**src/rtl/bctx_pkg.sv**
```systemverilog
package bctx_pkg;

    typedef enum logic [1:0] {
        ST_IDLE  = 2'd0,
        ST_START = 2'd1,
        ST_DATA  = 2'd2,
        ST_STOP  = 2'd3
    } bctx_state_e;

endpackage

```
**src/rtl/bctx_line.sv**
```systemverilog
// Line front end: strips polarity from the readback and finds logical falling edges.
module bctx_line (
    input  logic clk,
    input  logic rst_n,
    input  logic rxd,
    input  logic inv,
    output logic rx_log,
    output logic rx_fall
);

    logic prev_q;

    assign rx_log = rxd ^ inv;

    always_ff @(posedge clk or negedge rst_n) begin
        if (!rst_n) prev_q <= 1'b1;
        else        prev_q <= rx_log;
    end

    assign rx_fall = prev_q & ~rx_log;

endmodule

```
**src/rtl/bctx_cmp.sv**
```systemverilog
// Readback comparator: picks the sampling point and flags a mismatch.
module bctx_cmp (
    input  logic busy,
    input  logic bit_log,
    input  logic rx_log,
    input  logic smp_tmr,
    input  logic sclk_rise,
    input  logic tmr_uf,
    output logic mismatch
);

    logic sample_now;

    always_comb begin
        sample_now = smp_tmr ? tmr_uf : sclk_rise;
        mismatch   = busy & sample_now & (rx_log ^ bit_log);
    end

endmodule

```
**src/rtl/bctx_fsm.sv**
```systemverilog
// Frame sequencer: start, data and stop bits, with abort back to idle.
module bctx_fsm
    import bctx_pkg::*;
#(
    parameter int DATA_W = 9
) (
    input  logic              clk,
    input  logic              rst_n,
    input  logic              go,
    input  logic              shift,
    input  logic              abort,
    input  logic [DATA_W-1:0] data,
    output logic              busy,
    output logic              bit_log,
    output logic              trig
);

    localparam int CNT_W = (DATA_W > 1) ? $clog2(DATA_W) : 1;
    localparam logic [CNT_W-1:0] LAST = CNT_W'(DATA_W - 1);

    bctx_state_e       st_q, st_d;
    logic [DATA_W-1:0] sh_q, sh_d;
    logic [CNT_W-1:0]  cnt_q, cnt_d;
    logic              launch;
    logic              trig_q;

    // next state
    always_comb begin
        st_d   = st_q;
        sh_d   = sh_q;
        cnt_d  = cnt_q;
        launch = 1'b0;
        unique case (st_q)
            ST_IDLE: begin
                if (go) begin
                    st_d   = ST_START;
                    sh_d   = data;
                    cnt_d  = '0;
                    launch = 1'b1;
                end
            end
            ST_START: begin
                if (abort) begin
                    st_d = ST_IDLE;
                end else if (shift) begin
                    st_d   = ST_DATA;
                    cnt_d  = '0;
                    launch = 1'b1;
                end
            end
            ST_DATA: begin
                if (abort) begin
                    st_d = ST_IDLE;
                end else if (shift) begin
                    launch = 1'b1;
                    if (cnt_q == LAST) begin
                        st_d = ST_STOP;
                    end else begin
                        cnt_d = cnt_q + 1'b1;
                        sh_d  = sh_q >> 1;
                    end
                end
            end
            ST_STOP: begin
                if (abort || shift) st_d = ST_IDLE;
            end
            default: st_d = ST_IDLE;
        endcase
    end

    // state register
    always_ff @(posedge clk or negedge rst_n) begin
        if (!rst_n) begin
            st_q   <= ST_IDLE;
            sh_q   <= '0;
            cnt_q  <= '0;
            trig_q <= 1'b0;
        end else begin
            st_q   <= st_d;
            sh_q   <= sh_d;
            cnt_q  <= cnt_d;
            trig_q <= launch;
        end
    end

    // outputs
    always_comb begin
        busy = (st_q != ST_IDLE);
        trig = trig_q;
        unique case (st_q)
            ST_START: bit_log = 1'b0;
            ST_DATA:  bit_log = sh_q[0];
            default:  bit_log = 1'b1;
        endcase
    end

    // a frame entered from idle announces its first bit to the timer
    a_r12_trig_on_start: assert property (@(posedge clk) disable iff (!rst_n)
        (st_q == ST_START && $past(st_q) == ST_IDLE) |-> trig_q);

    // an abort while busy returns to idle on the next cycle
    a_r6_abort_to_idle: assert property (@(posedge clk) disable iff (!rst_n)
        (abort && st_q != ST_IDLE) |=> (st_q == ST_IDLE));

    // the stop bit is only ever reached from the data bits
    a_r1_stop_after_data: assert property (@(posedge clk) disable iff (!rst_n)
        (st_q == ST_STOP && $past(st_q) != ST_STOP) |-> ($past(st_q) == ST_DATA));

endmodule

```
**src/rtl/bctx_top.sv**
```systemverilog
module bctx_top
    import bctx_pkg::*;
#(
    parameter int DATA_W = 9
) (
    input  logic              clk,
    input  logic              rst_n,
    input  logic              sclk_fall,
    input  logic              sclk_rise,
    input  logic              tmr_uf,
    output logic              tmr_trig,
    input  logic [DATA_W-1:0] tx_data,
    input  logic              tx_load,
    input  logic              te_set,
    input  logic              te_clr,
    output logic              te,
    input  logic              cfg_inv,
    input  logic              cfg_smp_tmr,
    input  logic              cfg_auto_off,
    input  logic              cfg_edge_start,
    input  logic              irq_clr,
    output logic              conflict_irq,
    output logic              busy,
    input  logic              rxd,
    output logic              txd
);

    logic              te_q, pend_q, irq_q;
    logic [DATA_W-1:0] data_q;
    logic              rx_log, rx_fall;
    logic              bit_log, fsm_busy, conflict, abort, go;

    bctx_line u_line (
        .clk    (clk),
        .rst_n  (rst_n),
        .rxd    (rxd),
        .inv    (cfg_inv),
        .rx_log (rx_log),
        .rx_fall(rx_fall)
    );

    bctx_cmp u_cmp (
        .busy     (fsm_busy),
        .bit_log  (bit_log),
        .rx_log   (rx_log),
        .smp_tmr  (cfg_smp_tmr),
        .sclk_rise(sclk_rise),
        .tmr_uf   (tmr_uf),
        .mismatch (conflict)
    );

    assign abort = cfg_auto_off & conflict;
    assign go    = ~fsm_busy & te_q & pend_q & (cfg_edge_start ? rx_fall : sclk_fall);

    bctx_fsm #(.DATA_W(DATA_W)) u_fsm (
        .clk    (clk),
        .rst_n  (rst_n),
        .go     (go),
        .shift  (sclk_fall),
        .abort  (abort),
        .data   (data_q),
        .busy   (fsm_busy),
        .bit_log(bit_log),
        .trig   (tmr_trig)
    );

    always_ff @(posedge clk or negedge rst_n) begin
        if (!rst_n) begin
            te_q   <= 1'b0;
            pend_q <= 1'b0;
            irq_q  <= 1'b0;
            data_q <= '0;
        end else begin
            if (conflict)     irq_q <= 1'b1;
            else if (irq_clr) irq_q <= 1'b0;

            if (cfg_auto_off && (conflict || irq_q)) te_q <= 1'b0;
            else if (te_set)                         te_q <= 1'b1;
            else if (te_clr)                         te_q <= 1'b0;

            if (tx_load) begin
                pend_q <= 1'b1;
                data_q <= tx_data;
            end else if (go) begin
                pend_q <= 1'b0;
            end
        end
    end

    assign te           = te_q;
    assign conflict_irq = irq_q;
    assign busy         = fsm_busy;
    assign txd          = bit_log ^ cfg_inv;

    // a detected mismatch is latched on the next cycle
    a_r5_flag_sets: assert property (@(posedge clk) disable iff (!rst_n)
        conflict |=> conflict_irq);

    // under auto-off a raised flag keeps the enable low
    a_r6_te_held_off: assert property (@(posedge clk) disable iff (!rst_n)
        (irq_q && cfg_auto_off) |=> !te_q);

    // a frame never begins without enable and a pending transmit
    a_r8_start_needs_cond: assert property (@(posedge clk) disable iff (!rst_n)
        $rose(fsm_busy) |-> $past(te_q && pend_q));

    // in edge mode a frame begins only after a logical falling edge
    a_r9_edge_start: assert property (@(posedge clk) disable iff (!rst_n)
        ($rose(fsm_busy) && cfg_edge_start && $past(cfg_edge_start)) |-> $past(rx_fall));

endmodule

```
**config.mk**
```make
export PLATFORM = sky130hd
export DESIGN_NAME = bctx_top
export DESIGN_NICKNAME = d
export VERILOG_FILES = /design/src/rtl/bctx_pkg.sv /design/src/rtl/bctx_line.sv /design/src/rtl/bctx_cmp.sv /design/src/rtl/bctx_fsm.sv /design/src/rtl/bctx_top.sv
export SDC_FILE = /design/constraint.sdc
export NUM_CORES = 1
export LEC_CHECK = 0
export BUFFER_PORTS_ARGS = -buffer_cell sky130_fd_sc_hd__buf_4
export CORE_UTILIZATION = 59
export CTS_BUF_LIST = sky130_fd_sc_hd__clkbuf_8 sky130_fd_sc_hd__clkbuf_16
export DETAILED_ROUTE_END_ITERATION = 7
export PLACE_DENSITY_LB_ADDON = 0.25
export SLEW_MARGIN = 20
export SYNTH_ARGS = -nofsm -noshare
export SYNTH_HDL_FRONTEND = slang
export SYNTH_SLANG_ARGS = --single-unit
```
**constraint.sdc**
```tcl
create_clock -name clk -period 5.27 [get_ports clk]
set_clock_uncertainty 0.05 [all_clocks]
set_input_delay 0.527 -clock clk [delete_from_list [all_inputs] [get_ports clk]]
set_output_delay 0.527 -clock clk [all_outputs]
set_load 0.01 [all_outputs]
```
==> impl_results.md <==
- CTS tree: yes
- Clock transition at the registers of the reported paths: approximately 0.07 ns
- Crit path cell chain: inv_1 -> ha_1 -> nand2b_1 -> and2_1 -> xor2_1 -> buf_4
- Number of remaining DRC errors: 0
- Detail Route Antenna Nets: 0
- Dpl cells: roughly 180
- Crit end category: primary output
- Setup bufs post-CTS: 0
- Vias in the first global route: ~1200
- Slowest CP cell: ha_1
- Hold buffer count at cts: 0
- Slew HR: between 50% and 60%
- List of most frequent post-synthesis cells: dfrtp_1 (28), mux2_2 (18), inv_1 (9)
- Clock share of power: 22.3%
- H-tree depth: 2
- Net Sw Power: around 0.36 mW
- DP HPWL: 2182 um
- Diode count: 0
- Status: finished clean
- Yosys cell types: 37
- Power Density: 550.6 mW/mm^2
- Final Cycle Share: 52.24%
- CTS sink cnt: 29
- Gpl congestion: about 0.82
- Starting Density: 63.46%
- Sequential power share: approximately a third
- Syn_area_per_cell: 12.11 um^2
- Max Clock Freq: between 0.3 and 0.4 GHz
- Gate power share: a little under half
- Port bufs: 27
- Worst slew pin tran: 0.6736 ns
- Max Cap Viol: 0
- Register area share after synthesis: 45.82%
- Ports: 28
- CTS max path bufs: 2
- Hold Slack: 0.1022 ns
- Top cells by area, synth: dfrtp_1 (44%), mux2_2 (13%), mux2_4 (7.6%)
- Final Max Slew Viols: 0
- Routed WL: a little over 3000 um
- FF-to-FF setup slack: around 2.7 ns
- Primary FF master, synth: dfrtp_1
- # fillers: between 150 and 200
- Cell Area, Synth: roughly 0.0016 mm^2
- EDFF count, synth: 0
- Critical Path RT: between 4 and 5 ns
- Vias per cell: between 5 and 6
- Asr flop ratio synth: between 90% and 100%
- Resized cells post-CTS: 0
- Synth warn: 0
- Slowest cell delay on critical path: approximately 0.60 ns
- First-iteration detailed-routing DRC count: 13
- Largest net degree at the start of global routing: 30
- CTS Buf Count: 5
- Worst hold path class: in -> async
- Remaining global-route overflow: 0
- Die Span Y: around 54 um
- Die X-Extent: around 54 um
- Crit Path Category: reg -> out
- Critical Path AT: 2.18 ns
- Leak: 0.9266 nW
- Most numerous cell in the Yosys netlist: dfrtp_1
- Number of setup violations in the final report: 0
- Core Area: about 0.0025 mm^2
- Unrepaired setup endpoints after global routing: false
- Worst-Skew Late Latency: 0.28 ns
- Detailed-route via count: 1112
- Clock Root Buffer: clkbuf_8
- Die area: 0.002900 mm^2
- Dominant cell type by area after synthesis: dfrtp_1
- Gr usage total: between 20 and 30%
- FP Rows: 18
- Type of origin of the critical path: register
- Flops & latches, synth: 29
- Drt first pass iters: 4
- Final core occ: 77.08%
- Share of post-route cells with drive strength above 1: about two fifths
- Highest fanout seen on the critical path: 18
- Final nets: around 190
- Crit path time final: between 2 and 3 ns
- Initial antenna violation count: 0
- Int Power: about 0.7 mW
- First-pass GRT wire length: just under 5000 um
- Final hold violations: 0
- Post-synth top area share: around 44%
- Area growth syn-to-layout: 21.45%
- Post-Syn Instances: between 100 and 150
- Syn Nets: 161
- Non-Filler Instances: 192
- Net Sw Frac: between 30% and 40%
- Setup TNS: 0 ns
- Worst vdd ir: 0.3765 mV
- WL/cell: around 16 um
==> worst max-delay path, delay by kind of cell (launching register included) <==
kind	cells	cell delay [ns]
and+or+nand+nor	2	0.42
DFF	1	0.42
adders and majority gates	1	0.60
buffers and inverters	2	0.27
xor gates and xnor gates	1	0.18
==> final cells by class <==
cell class | count | area [um^2] | area share [%]
multi-input combinational | 89 | 809.5 | 42.01
sequential | 29 | 726.9 | 37.73
timing repair buffer | 27 | 202.7 | 10.52
clock buffer | 6 | 82.58 | 4.286
tap | 30 | 37.54 | 1.948
clock inverter | 2 | 33.78 | 1.753
inverter | 9 | 33.78 | 1.753
==> path summary, 6_finish.rpt <==
path                                    start             to  depth (start not counted)
worst min-delay path                    rst_n         pend_q                          1
worst max register to register  u_fsm.st_q[0]  u_fsm.sh_q[2]                          7
worst max-delay path            u_fsm.st_q[0]            txd                          6
min in group clk                      irq_clr   conflict_irq                          2
max in group asynchronous               rst_n  u_line.prev_q                          1
worst min register to register      data_q[7]      data_q[7]                          1
==> routing by layer <==
| metal | up-vias | global-route usage, % | wire length, um |
|---|---|---|---|
| li1 | 529 | - | - |
| met1 | 556 | 26.23 | 1314 |
| met2 | 21 | 45.68 | 1652 |
| met3 | 6 | 7.627 | 95 |
| met4 | 0 | 12.28 | 45 |
| met5 | - | 0 | 0 |
==> cell usage in the layout, fill, tap and decap left out, drive strengths merged, types with 4 or more instances in the layout <==
cell / count
ha: 7
nor2: 5
mux2: 26
nand3: 4
nand2: 8
dfrtp: 28
buf: 27
a21oi: 4
inv: 10
clkbuf: 6
==> power groups by stage <==
stage	Combinational [mW]	Sequential [mW]	Clock [mW]
6_report	0.487	0.338	0.237
3_5_place_dp	0.485	0.338	0
2_1_floorplan	0.370	0.331	0
5_1_grt	0.531	0.347	0.250
4_1_cts	0.489	0.338	0.240
3_3_place_gp	0.465	0.336	0
==> per-stage QoR <==
stage	power (mW)	setup WS (ns)	cell area, um^2
4_1_cts	1.066	2.523	1927
5_1_grt	1.127	2.355	1927
6_report	1.061	2.517	1927
3_5_place_dp	0.8232	2.734	1810
2_1_floorplan	0.7008	3.236	1587
3_3_place_gp	0.8009	2.873	1810
==> cells by family (layout without fill, tap and decap cells) <==
kind of cell	Yosys count	in the layout	synth area share (%)
muxes	28	28	21.61
buffers and inverters	13	44	3.154
AOI/OAI and AO/OA	23	23	12.93
DFF	29	29	45.82
xor gates and xnor gates	2	2	1.578
and+or+nand+nor	29	29	9.385
adders and majority gates	7	7	5.520
==> state kept, by name (all words and copies together), names as in the netlist, 2 cells and up <==
signal	flops
data_q	9
u_fsm.cnt_q	4
u_fsm.st_q	2
u_fsm.sh_q	9
(Power assumes the default switching activity.)
